==> src/rtl/pdec_pkg.sv <==
`timescale 1ns/1ps
package pdec_pkg;

  localparam int OPC_W  = 6;
  localparam int TAG_W  = 6;
  localparam int INSN_W = 32;

  typedef enum logic [1:0] {
    CLS_ALU   = 2'b00,
    CLS_MEM   = 2'b01,
    CLS_BR    = 2'b10,
    CLS_OTHER = 2'b11
  } insn_cls_e;

  typedef enum logic [2:0] {
    RES_INT     = 3'b000,
    RES_LSU     = 3'b001,
    RES_FP      = 3'b010,
    RES_BRU     = 3'b011,
    RES_MULDIV  = 3'b100,
    RES_ILLEGAL = 3'b111
  } exec_res_e;

  typedef struct packed {
    logic      tgt_ok;
    exec_res_e res;
    insn_cls_e cls;
  } pd_tag_t;

  // Opcode groups of four, selected by opcode bits 5..2.
  function automatic insn_cls_e opc_class(input logic [OPC_W-1:0] opc);
    insn_cls_e c;
    case (opc[5:2])
      4'h0, 4'h1, 4'h2, 4'h3: c = CLS_ALU;
      4'h4, 4'h5, 4'h6:       c = CLS_MEM;
      4'h8, 4'h9, 4'hA:       c = CLS_BR;
      default:                c = CLS_OTHER;
    endcase
    return c;
  endfunction

  function automatic exec_res_e opc_resource(input logic [OPC_W-1:0] opc);
    exec_res_e r;
    case (opc[5:2])
      4'h0, 4'h1:       r = RES_INT;
      4'h2:             r = RES_MULDIV;
      4'h3:             r = RES_FP;
      4'h4, 4'h5, 4'h6: r = RES_LSU;
      4'h8, 4'h9, 4'hA: r = RES_BRU;
      4'hF:             r = RES_INT;
      default:          r = RES_ILLEGAL;
    endcase
    return r;
  endfunction

  // Direct branches: groups 8 and 9 in full, and the first half of group A.
  function automatic logic opc_direct(input logic [OPC_W-1:0] opc);
    logic d;
    case (opc[5:2])
      4'h8, 4'h9: d = 1'b1;
      4'hA:       d = ~opc[1];
      default:    d = 1'b0;
    endcase
    return d;
  endfunction

endpackage

==> src/rtl/pdec_classify.sv <==
`timescale 1ns/1ps
module pdec_classify
  import pdec_pkg::*;
(
  input  logic [OPC_W-1:0] opc,
  output insn_cls_e        cls,
  output exec_res_e        res,
  output logic             direct
);

  always_comb begin
    cls    = opc_class(opc);
    res    = opc_resource(opc);
    direct = opc_direct(opc);
  end

endmodule

==> src/rtl/pdec_target.sv <==
`timescale 1ns/1ps
module pdec_target #(
  parameter int ADDR_W = 32,
  parameter int OFF_W  = 16
) (
  input  logic [ADDR_W-1:0] addr,
  input  logic [OFF_W-1:0]  offset,
  input  logic              direct,
  output logic [ADDR_W-1:0] target
);

  localparam int SH_W = OFF_W + 2;

  logic [ADDR_W-1:0] disp;
  logic [ADDR_W-1:0] sum;

  generate
    if (ADDR_W > SH_W) begin : g_sext
      localparam int PAD_W = ADDR_W - SH_W;
      assign disp = {{PAD_W{offset[OFF_W-1]}}, offset, 2'b00};
    end else begin : g_trunc
      logic [SH_W-1:0] shifted;
      assign shifted = {offset, 2'b00};
      assign disp    = shifted[ADDR_W-1:0];
    end
  endgenerate

  assign sum    = addr + disp;
  assign target = direct ? sum : '0;

endmodule

==> src/rtl/pdec_stage.sv <==
`timescale 1ns/1ps
module pdec_stage #(
  parameter int W = 8
) (
  input  logic         clk,
  input  logic         rst,
  input  logic         up_valid,
  output logic         up_ready,
  input  logic [W-1:0] up_data,
  output logic         dn_valid,
  input  logic         dn_ready,
  output logic [W-1:0] dn_data
);

  logic         vld_q;
  logic [W-1:0] data_q;

  assign up_ready = ~vld_q | dn_ready;

  always_ff @(posedge clk) begin
    if (rst) begin
      vld_q <= 1'b0;
    end else if (up_ready) begin
      vld_q <= up_valid;
    end
  end

  always_ff @(posedge clk) begin
    if (up_ready && up_valid) begin
      data_q <= up_data;
    end
  end

  assign dn_valid = vld_q;
  assign dn_data  = data_q;

endmodule

==> src/rtl/pdec_unit.sv <==
`timescale 1ns/1ps
module pdec_unit
  import pdec_pkg::*;
#(
  parameter int ADDR_W = 32,
  parameter int OFF_W  = 16
) (
  input  logic              clk,
  input  logic              rst,
  input  logic              in_valid,
  output logic              in_ready,
  input  logic [ADDR_W-1:0] in_addr,
  input  logic [31:0]       in_instr,
  output logic              out_valid,
  input  logic              out_ready,
  output logic [31:0]       out_instr,
  output logic [5:0]        out_tag,
  output logic [ADDR_W-1:0] out_target
);

  localparam int PAY_W = INSN_W + TAG_W + ADDR_W;

  insn_cls_e         cls;
  exec_res_e         res;
  logic              direct;
  logic [ADDR_W-1:0] target;
  pd_tag_t           tag_d;
  logic [PAY_W-1:0]  pay_d;
  logic [PAY_W-1:0]  pay_q;

  // Named handshake events, observed by the bound checker.
  logic in_fire;
  logic out_fire;
  logic out_stall;

  pdec_classify u_cls (
    .opc    (in_instr[31:26]),
    .cls    (cls),
    .res    (res),
    .direct (direct)
  );

  pdec_target #(.ADDR_W(ADDR_W), .OFF_W(OFF_W)) u_tgt (
    .addr   (in_addr),
    .offset (in_instr[OFF_W-1:0]),
    .direct (direct),
    .target (target)
  );

  always_comb begin
    tag_d.tgt_ok = direct;
    tag_d.res    = res;
    tag_d.cls    = cls;
  end

  assign pay_d = {in_instr, tag_d, target};

  pdec_stage #(.W(PAY_W)) u_stage (
    .clk      (clk),
    .rst      (rst),
    .up_valid (in_valid),
    .up_ready (in_ready),
    .up_data  (pay_d),
    .dn_valid (out_valid),
    .dn_ready (out_ready),
    .dn_data  (pay_q)
  );

  assign out_instr  = pay_q[PAY_W-1 -: INSN_W];
  assign out_tag    = pay_q[ADDR_W +: TAG_W];
  assign out_target = pay_q[ADDR_W-1:0];

  assign in_fire   = in_valid & in_ready;
  assign out_fire  = out_valid & out_ready;
  assign out_stall = out_valid & ~out_ready;

endmodule

==> config.mk <==
export PLATFORM = sky130hd
export DESIGN_NAME = pdec_unit
export DESIGN_NICKNAME = d
export VERILOG_FILES = /design/src/rtl/pdec_pkg.sv /design/src/rtl/pdec_classify.sv /design/src/rtl/pdec_target.sv /design/src/rtl/pdec_stage.sv /design/src/rtl/pdec_unit.sv
export SDC_FILE = /design/constraint.sdc
export NUM_CORES = 1
export LEC_CHECK = 0
export BUFFER_PORTS_ARGS = -buffer_cell sky130_fd_sc_hd__buf_2
export CORE_MARGIN = 2
export CORE_UTILIZATION = 45
export CTS_BUF_LIST = sky130_fd_sc_hd__clkbuf_4
export DETAILED_ROUTE_END_ITERATION = 8
export PLACE_DENSITY = 0.84
export SETUP_SLACK_MARGIN = 0.3
export SLEW_MARGIN = 10
export SYNTH_ARGS = -nofsm -noshare
export SYNTH_HDL_FRONTEND = slang
export SYNTH_SLANG_ARGS = --single-unit
==> constraint.sdc <==
create_clock -name clk -period 3.6 [get_ports clk]
set_clock_uncertainty 0.2 [all_clocks]
set_input_delay 0.36 -clock clk [delete_from_list [all_inputs] [get_ports clk]]
set_output_delay 0.36 -clock clk [all_outputs]
set_load 0.03 [all_outputs]
==> run summary, run 1 <==
The maximum number of pins on one net before global-route repair was 71. The dominant register cell in the synthesized netlist was edfxtp_1. After synthesis the cells add up to 4030 µm². TritonCTS built the clock tree. Core outline area: 8720 µm². Combined global-route utilization of all metal layers: 21.4%. The number of optimization iterations in the first detailed-route pass was 4; the worst slew margin relative to its limit was 38.6%. The cell class contributing the biggest share of worst-path delay is compound AO/OA/AOI/OAI gates. The hold path startpoint was in_instr[30]. In this run, synthesis inferred 70 flip-flops with an integrated enable. Summing over every cut layer, the via total after detailed routing is 3395. IR analysis of the VDD net gives a maximum drop of 170 µV. The first global-routing pass estimated 16700 µm of wire.

In the global route stage, met3 resource usage came out at 3.69%. Each instance of the synthesized netlist takes up on average 11.2 µm². The initial antenna violation count was 0. The tools report the timing startpoint of the critical path as in_instr[0].

In this run the horizontal extent of the chip is 98.6 µm. The most frequent standard cell in the layout excluding fill and tap cells is buf_2. For this run, asynchronously set or reset flops after synthesis account for 0%. In this run the power density over the cells is 407 nW/µm².

Buffers placed on the I/O ports in this run total 139. In the routed design, unresolved DRC markers number 0. After routing the design area is 5300 µm².

Summed over all layers, the global routing overflow is 0. CTS built an H-tree with a depth of 3. The pin slew with the least headroom to its limit was 0.921 ns; the violation count after the first detailed-routing iteration was 164. Required arrival time at the worst endpoint: 3.55 ns. The global routing stage identified its most utilized layer as met2.

In this run the cell area measured after placement is 4810 µm². The worst setup path is of the primary input to flip-flop kind. For this run, the slowest stage of the critical path takes 0.52 ns. The startpoint identified for the worst register-to-register timing path is u_stage.dn_valid$_SDFFE_PP0N_.

After detailed routing, the number of vias per cell comes to 5.28. For met2 alone, demand over resource in global routing was 37.5%. The tree is rooted in a clkbuf_4. The tools report the setup TNS after final layout as 0 ns.

Registers take 2120 µm². Timing would allow up to 0.325 GHz. The weighted congestion reported at the end of routability-driven placement was 0.894.

Along the worst path, the maximum fanout reaches 5. Max-cap violations in this run came to 0. The tools report the sort of element at the end of the critical path as a flip-flop.

The initial utilization of the core area, before any placement, comes to 46.2%. The number of buffers and inverters on the critical path is 3. The run gives 0.40 ns as the clock insertion delay at the later pin of the skew report. The area used by multi-input combinational logic is 1820 µm², and the synthesized netlist cell count is 359.

Share of the clock period used by the worst path: 85.4%. The number of warnings printed during yosys synthesis is 0. The number of slew-limit violations in the final report is 0.

The minimum clock period after layout is 3.07 ns. For the data arrival time of the critical path, the log shows 3.03 ns. Met1 layer usage reported by global route: 26.8%.

The count of final hold-check violations was 0; the number of clock buffers inserted by TritonCTS was 9. The worst hold path belongs to the class primary input to flip-flop. The cell row count was 34; the static leakage power was 2.35 nW. The logs give 10200 µm for the total wire length after detailed routing and 52.7% for the share of synthesized area occupied by flip-flops and latches.

The synthesized design contains 71 register bits. The share of layout cells above drive strength 1 is 31.4%, and the residual antenna-violating net count after detailed routing is 0. The logs give 0 for the final setup violation count and 7470 µm for the HPWL after detailed placement. The number of placed cells counting well taps came out at 595.

STA classifies the critical path startpoint as a primary input. The flow ran to the end, and the final reports show no timing, DRC or antenna violations. The number of nets handed over by synthesis was 457. The number of different library cells used by synthesis comes to 50. The die outline area was 9730 µm²; the die extent in y was 98.6 µm.

Dividing the detail-routed wire length by the instance count gives 15.8 µm. Setup repair after global routing left no endpoint under its margin. The count of non-filler cells in the finished layout is 643. Once the clock tree was built, the resizer swapped 0 gates to a different size.

The via count of the first global-routing pass is 3454, and the number of clock sinks is 71. After filler insertion, the fill cell instance count of the layout stands at 696. The critical path goes through dlygate4sd3_1 -> buf_2 -> ha_1 -> inv_1 -> fa_1 -> and2b_4 -> o2111ai_1 -> a31oi_2 -> o21bai_1 -> a211oi_1 -> o21a_1 -> nor3_1.

The net count of the finished layout is 628. The clock input transition at the sequential cells of the worst setup and hold paths was 0.13 ns. The critical-path cell with the highest stage delay is dlygate4sd3_1. The antenna diode instance count came out at 0. Hold timing on the final database bottoms out at a slack of 0.0277 ns.

The number of buffers on the longest clock path is 2. The top cell types in the final layout, fill and taps aside, are buf_2, edfxtp_1, nor2_1, dlygate4sd3_1, a21oi_1. The layout overhead on the synthesized area came out at 31.6%.

The run gives 140 as the number of top-level pins.
-- worst reg2reg max path, cell delays in order (launching register included) --
cell,delay (ns)
dfxtp_1,0.34
nand2b_1,0.12
and2_4,0.78
-- synthesized netlist by cell type, drive strengths merged (4+ instances only) --
cell,n,area (µm²)
clkbuf,9,35.0
ha,29,363
a211o,4,35.0
xnor2,11,96.3
nand4,5,31.3
a21o,17,128
o21a,10,76.3
nor2,38,143
a21oi,31,159
edfxtp,70,2100
nand3,9,45.0
a31oi,5,37.5
nand2,24,90.1
o2111ai,4,35.0
xor2,10,87.6
o21ai,16,80.1
o21bai,5,37.5
and2,8,50.1
inv,9,33.8
nor3,10,50.1
-- layer usage --
metal | up-vias | wire length [µm]
li1 | 1695 | -
met1 | 1566 | 4390
met2 | 122 | 5020
met3 | 12 | 581
met4 | 0 | 179
met5 | - | 0
-- logic make-up after synthesis --
group / Yosys count / share of synthesized area (%)
AOI/OAI and AO/OA: 105 / 17.6
xor gates and xnor gates: 21 / 4.57
adders and majority gates: 30 / 9.50
buffers and inverters: 21 / 2.24
DFF: 71 / 52.7
muxes: 1 / 0.248
and+or+nand+nor: 110 / 13.2
-- registers in the layout, summed over array words and instances, names as in the netlist --
signal            flops
u_stage.dn_data      70
u_stage.dn_valid      1
-- area by class of cell --
cell class / count / share of cell area [%]
multi-input combinational: 267 / 34.3
sequential: 71 / 40.0
inverter: 9 / 0.637
clock buffer: 10 / 1.42
clock inverter: 6 / 1.75
tap: 108 / 2.55
timing repair buffer: 172 / 19.3
-- report_power, final --
| part | total (mW) | switching, mW | internal, mW |
|---|---|---|---|
| registers | 0.985 | 0.0136 | 0.972 |
| clock network | 0.597 | 0.303 | 0.294 |
| logic | 0.575 | 0.358 | 0.217 |
-- repair_timing --
item                      4_1_cts  5_1_grt
buffers inserted                0        0
hold buffers                   32        0
hold endpoints to repair       31        0
-- final timing paths --
path | to | slack, ns | depth (start not counted)
worst max-delay path | u_stage.dn_data[28]$_SDFFCE_PN0P_ | 0.53 | 12
worst min-delay path | u_stage.dn_data[68]$_DFFE_PP_ | 0.03 | 1
worst max register to register | u_stage.dn_data[45]$_DFFE_PP_ | 1.78 | 2
worst min register to register | u_stage.dn_valid$_SDFFE_PP0N_ | 0.92 | 3
-- metrics by stage --
step | power (mW) | utilization [%] | worst slack, ns
floorplan | 1.39 | - | 0.533
global placement | 1.54 | 55.2 | 0.743
detailed placement | 1.55 | 55.2 | 0.623
CTS | 2.16 | 60.8 | 0.525
global route | 2.26 | 60.8 | 0.330
finish | 2.16 | 60.8 | 0.527
No activity file was read; power rests on OpenSTA's default activity.
==> run 2: changes to the inputs <==
--- a/config.mk
+++ b/config.mk
@@ -6,11 +6,13 @@
 export NUM_CORES = 1
 export LEC_CHECK = 0
 export BUFFER_PORTS_ARGS = -buffer_cell sky130_fd_sc_hd__buf_2
+export CORE_ASPECT_RATIO = 2
 export CORE_MARGIN = 2
 export CORE_UTILIZATION = 45
 export CTS_BUF_LIST = sky130_fd_sc_hd__clkbuf_4
 export DETAILED_ROUTE_END_ITERATION = 8
 export PLACE_DENSITY = 0.84
+export RECOVER_POWER = 25
 export SETUP_SLACK_MARGIN = 0.3
 export SLEW_MARGIN = 10
 export SYNTH_ARGS = -nofsm -noshare
==> run summary, run 2 (same netlist as run 1, synthesis figures left out) <==
The run finished with clean final reports. The minimum clock period after layout is 3.12 ns (+0.0428 ns), and the number of placed cells counting well taps is 588 (-1.2%). The logs give 0.628 ns (+0.00479 ns) for the worst setup timing slack at the placement stage and 3547 (+2.7%) for the via count of the first global-routing pass. For the clock insertion delay at the later pin of the skew report, the log shows 0.43 ns (+0.03 ns). The maximum fanout count along the critical path came out at 5 (unchanged). For the total via count in the routed design, the log shows 3517 (+3.6%).

TritonCTS built the clock tree. The share of the clock period used by the worst path is 86.6% (+1.2 points). In this run the most critical hold path is launched from in_addr[0].

The worst hold slack is 0.0351 ns (+0.00733 ns), and the core outline area is 8650 µm² (-0.83%). For the count of maximum capacitance violations, the log shows 0 (unchanged). The static leakage power is 2.22 nW (-5.6%).

The combined global-route utilization of all metal layers is 22.2% (+0.75 points), and the layout overhead on the synthesized area is 28.6%. The run gives 739 (+6.2%) as the filler cell count in the final layout. Count of non-filler cells in the finished layout: 635 (-1.2%). The run gives 3 (unchanged) as the depth of the CTS H-tree.

The residual antenna-violating net count after detailed routing is 0 (unchanged), and the required arrival time at the worst endpoint is 3.54 ns (about the same). The die outline area is 9770 µm² (+0.47%). The top cell types in the final layout, fill and taps aside, are buf_2, edfxtp_1, nor2_1, clkbuf_1. For this design, the slowest cell found on the critical path is dlygate4sd3_1. The final worst-path setup slack was 0.484 ns (-0.0428 ns); the number of clock buffers inserted by TritonCTS was 9 (unchanged).

The data arrival time of the critical path was 3.05 ns (+0.02 ns); the setup TNS after final layout was 0 ns (unchanged). The post-detailed-route DRC marker count was 0 (unchanged); the violation count after the first detailed-routing iteration was 320 (+95%). The run gives 4810 µm² (about the same) as the post-placement cell area. The run gives 1.74 ns (-0.04 ns) as the reg2reg setup slack. STA classifies the critical path startpoint as a primary input. Routed wirelength normalized by instance count: 17.0 µm (+7.2%). The quantity of I/O buffers inserted on ports works out to 139 (unchanged).

The cell row count came out at 48 (+41%). The die extent in y is 138 µm (+40%), and the maximum number of pins on one net before global-route repair is 71 (unchanged). The number of cells on the worst hold path was 2 (+1).

The final design area excluding fillers was 5180 µm² (-2.3%). The number of optimization iterations in the first detailed-route pass came out at 5 (+1). The logs give 0.321 GHz (-1.4%) for the top achievable clock speed and 10800 µm (+5.8%) for the total wire length after detailed routing.

In this run the critical register-to-register path is launched from u_stage.dn_valid$_SDFFE_PP0N_. The most frequent standard cell in the layout excluding fill and tap cells is buf_2. The horizontal die dimension came out at 70.9 µm (-28%). For the total design power, the log shows 2.00 mW (-7.5%). The tightest min-delay check is of the primary input to flip-flop type.

The endpoint with the worst hold slack is u_stage.dn_data[0]$_SDFFCE_PN0P_. The critical path is of the primary input to flip-flop type. Setup repair after global routing left no endpoint under its margin. Traced cell by cell, the critical path runs through dlygate4sd3_1 -> clkbuf_1 -> ha_1 -> inv_1 -> fa_1 -> and2b_4 -> o2111ai_1 -> a31oi_2 -> o21bai_1 -> a211oi_1 -> o21a_1 -> nor3_1.

The largest incremental delay on the critical path was 0.52 ns (about the same). The flip-flop count of the largest register after layout came out at 70 (unchanged). The number of clock sinks was 71 (unchanged). The total power divided by cell area works out to 385 nW/µm² (-5.4%).

Number of top-level pins: 140 (unchanged). The clock input transition at the sequential cells of the worst setup and hold paths works out to 0.10 ns (-0.03 ns). The buffer cell driving the clock tree root is clkbuf_4.

The weighted congestion reported at the end of routability-driven placement is 0.894 (about the same). The run gives 2 (unchanged) as the number of buffers on the longest clock path. Share of layout cells above drive strength 1: 24.9% (-6.5 points). The global-route wire length before repair is 16600 µm (-0.82%), and the worst-case vdd ir drop is 181 µV (+6.7%). Cell class contributing the biggest share of worst-path delay: compound AO/OA/AOI/OAI gates. The tools report the final setup violation count as 0 (unchanged).

The initial standard-cell utilization of the core is 46.6% (+0.39 points). The worst slew margin relative to its limit is 41.2% (+2.6 points), and the number of cells on the worst reg-to-reg path is 3 (+1). The count of final hold-check violations is 0 (unchanged), and the pin slew with the least headroom to its limit is 0.882 ns (-0.0393 ns).

The sort of element at the end of the critical path is a flip-flop. The logs give 0 (unchanged) for the number of slew-limit violations in the final report and 8160 µm (+9.2%) for the HPWL after detailed placement. The worst register-to-register path ends at u_stage.dn_data[28]$_SDFFCE_PN0P_.

Final core area utilization: 59.9% (-0.89 points). The tools report the initial antenna violation count as 1 (+1). Vias per cell: 5.54 (+4.9%). The number of buffer and inverter stages on the critical path is 3 (unchanged). The logs give 627 (-0.16%) for the net count of the finished layout and 0 (unchanged) for the overall overflow remaining after global route.
[run 2: cell count changes in the layout (fill, tap and decap cells not counted), sizes merged]
cell,delta
inv,-2
bufinv,-2
diode,+1
clkinv,+3
dlygate4sd3,-2
clkinvlp,+1
clkbuf,+36
buf,-35
[run 2: layout make-up]
| cell class | instances | area (µm²) | share of cell area (%) |
|---|---|---|---|
| clock buffer | 10 | 75.1 | 1.45 |
| sequential | 71 | 2120 | 41.0 |
| multi-input combinational | 267 | 1820 | 35.1 |
| inverter | 9 | 33.8 | 0.652 |
| timing repair buffer | 171 | 966 | 18.6 |
| clock inverter | 6 | 37.5 | 0.725 |
| tap | 100 | 125 | 2.42 |
| antenna | 1 | 2.50 | 0.0483 |
[run 2: worst max-delay path by stage]
stage | start | to | slack, ns | depth (start not counted)
final | in_instr[0] | u_stage.dn_data[28]$_SDFFCE_PN0P_ | 0.48 | 12
after global routing | in_instr[0] | u_stage.dn_data[28]$_SDFFCE_PN0P_ | 0.27 | 12
after CTS | in_instr[0] | u_stage.dn_data[28]$_SDFFCE_PN0P_ | 0.53 | 12
after detailed placement | in_instr[0] | u_stage.dn_data[28]$_SDFFCE_PN0P_ | 0.63 | 11
after global placement | in_instr[0] | u_stage.dn_data[28]$_SDFFCE_PN0P_ | 0.68 | 11
after floorplan | u_stage.dn_valid$_SDFFE_PP0N_ | u_stage.dn_data[0]$_SDFFCE_PN0P_ | 0.53 | 2
[run 2: what timing repair did]
item | CTS | global route
resized for setup | 0 | 0
hold buffers | 30 | 0
hold endpoints to repair | 29 | 0
setup buffers | 0 | 0
[run 2: power by group]
| group | leakage, nW | switching (mW) | internal [mW] | total, mW |
|---|---|---|---|---|
| registers | 0.694 | 0.0130 | 0.972 | 0.985 |
| logic | 1.46 | 0.367 | 0.210 | 0.577 |
| clock network | 0.0582 | 0.288 | 0.146 | 0.433 |
[run 2: metal layers]
| metal | up-vias | GRT usage, % | part of all wire, % |
|---|---|---|---|
| met4 | 0 | 14.4 | 4.3 |
| li1 | 1689 | - | - |
| met3 | 36 | 3.22 | 5.1 |
| met2 | 157 | 43.2 | 59 |
| met1 | 1635 | 20.6 | 32 |
| met5 | - | 0 | 0 |
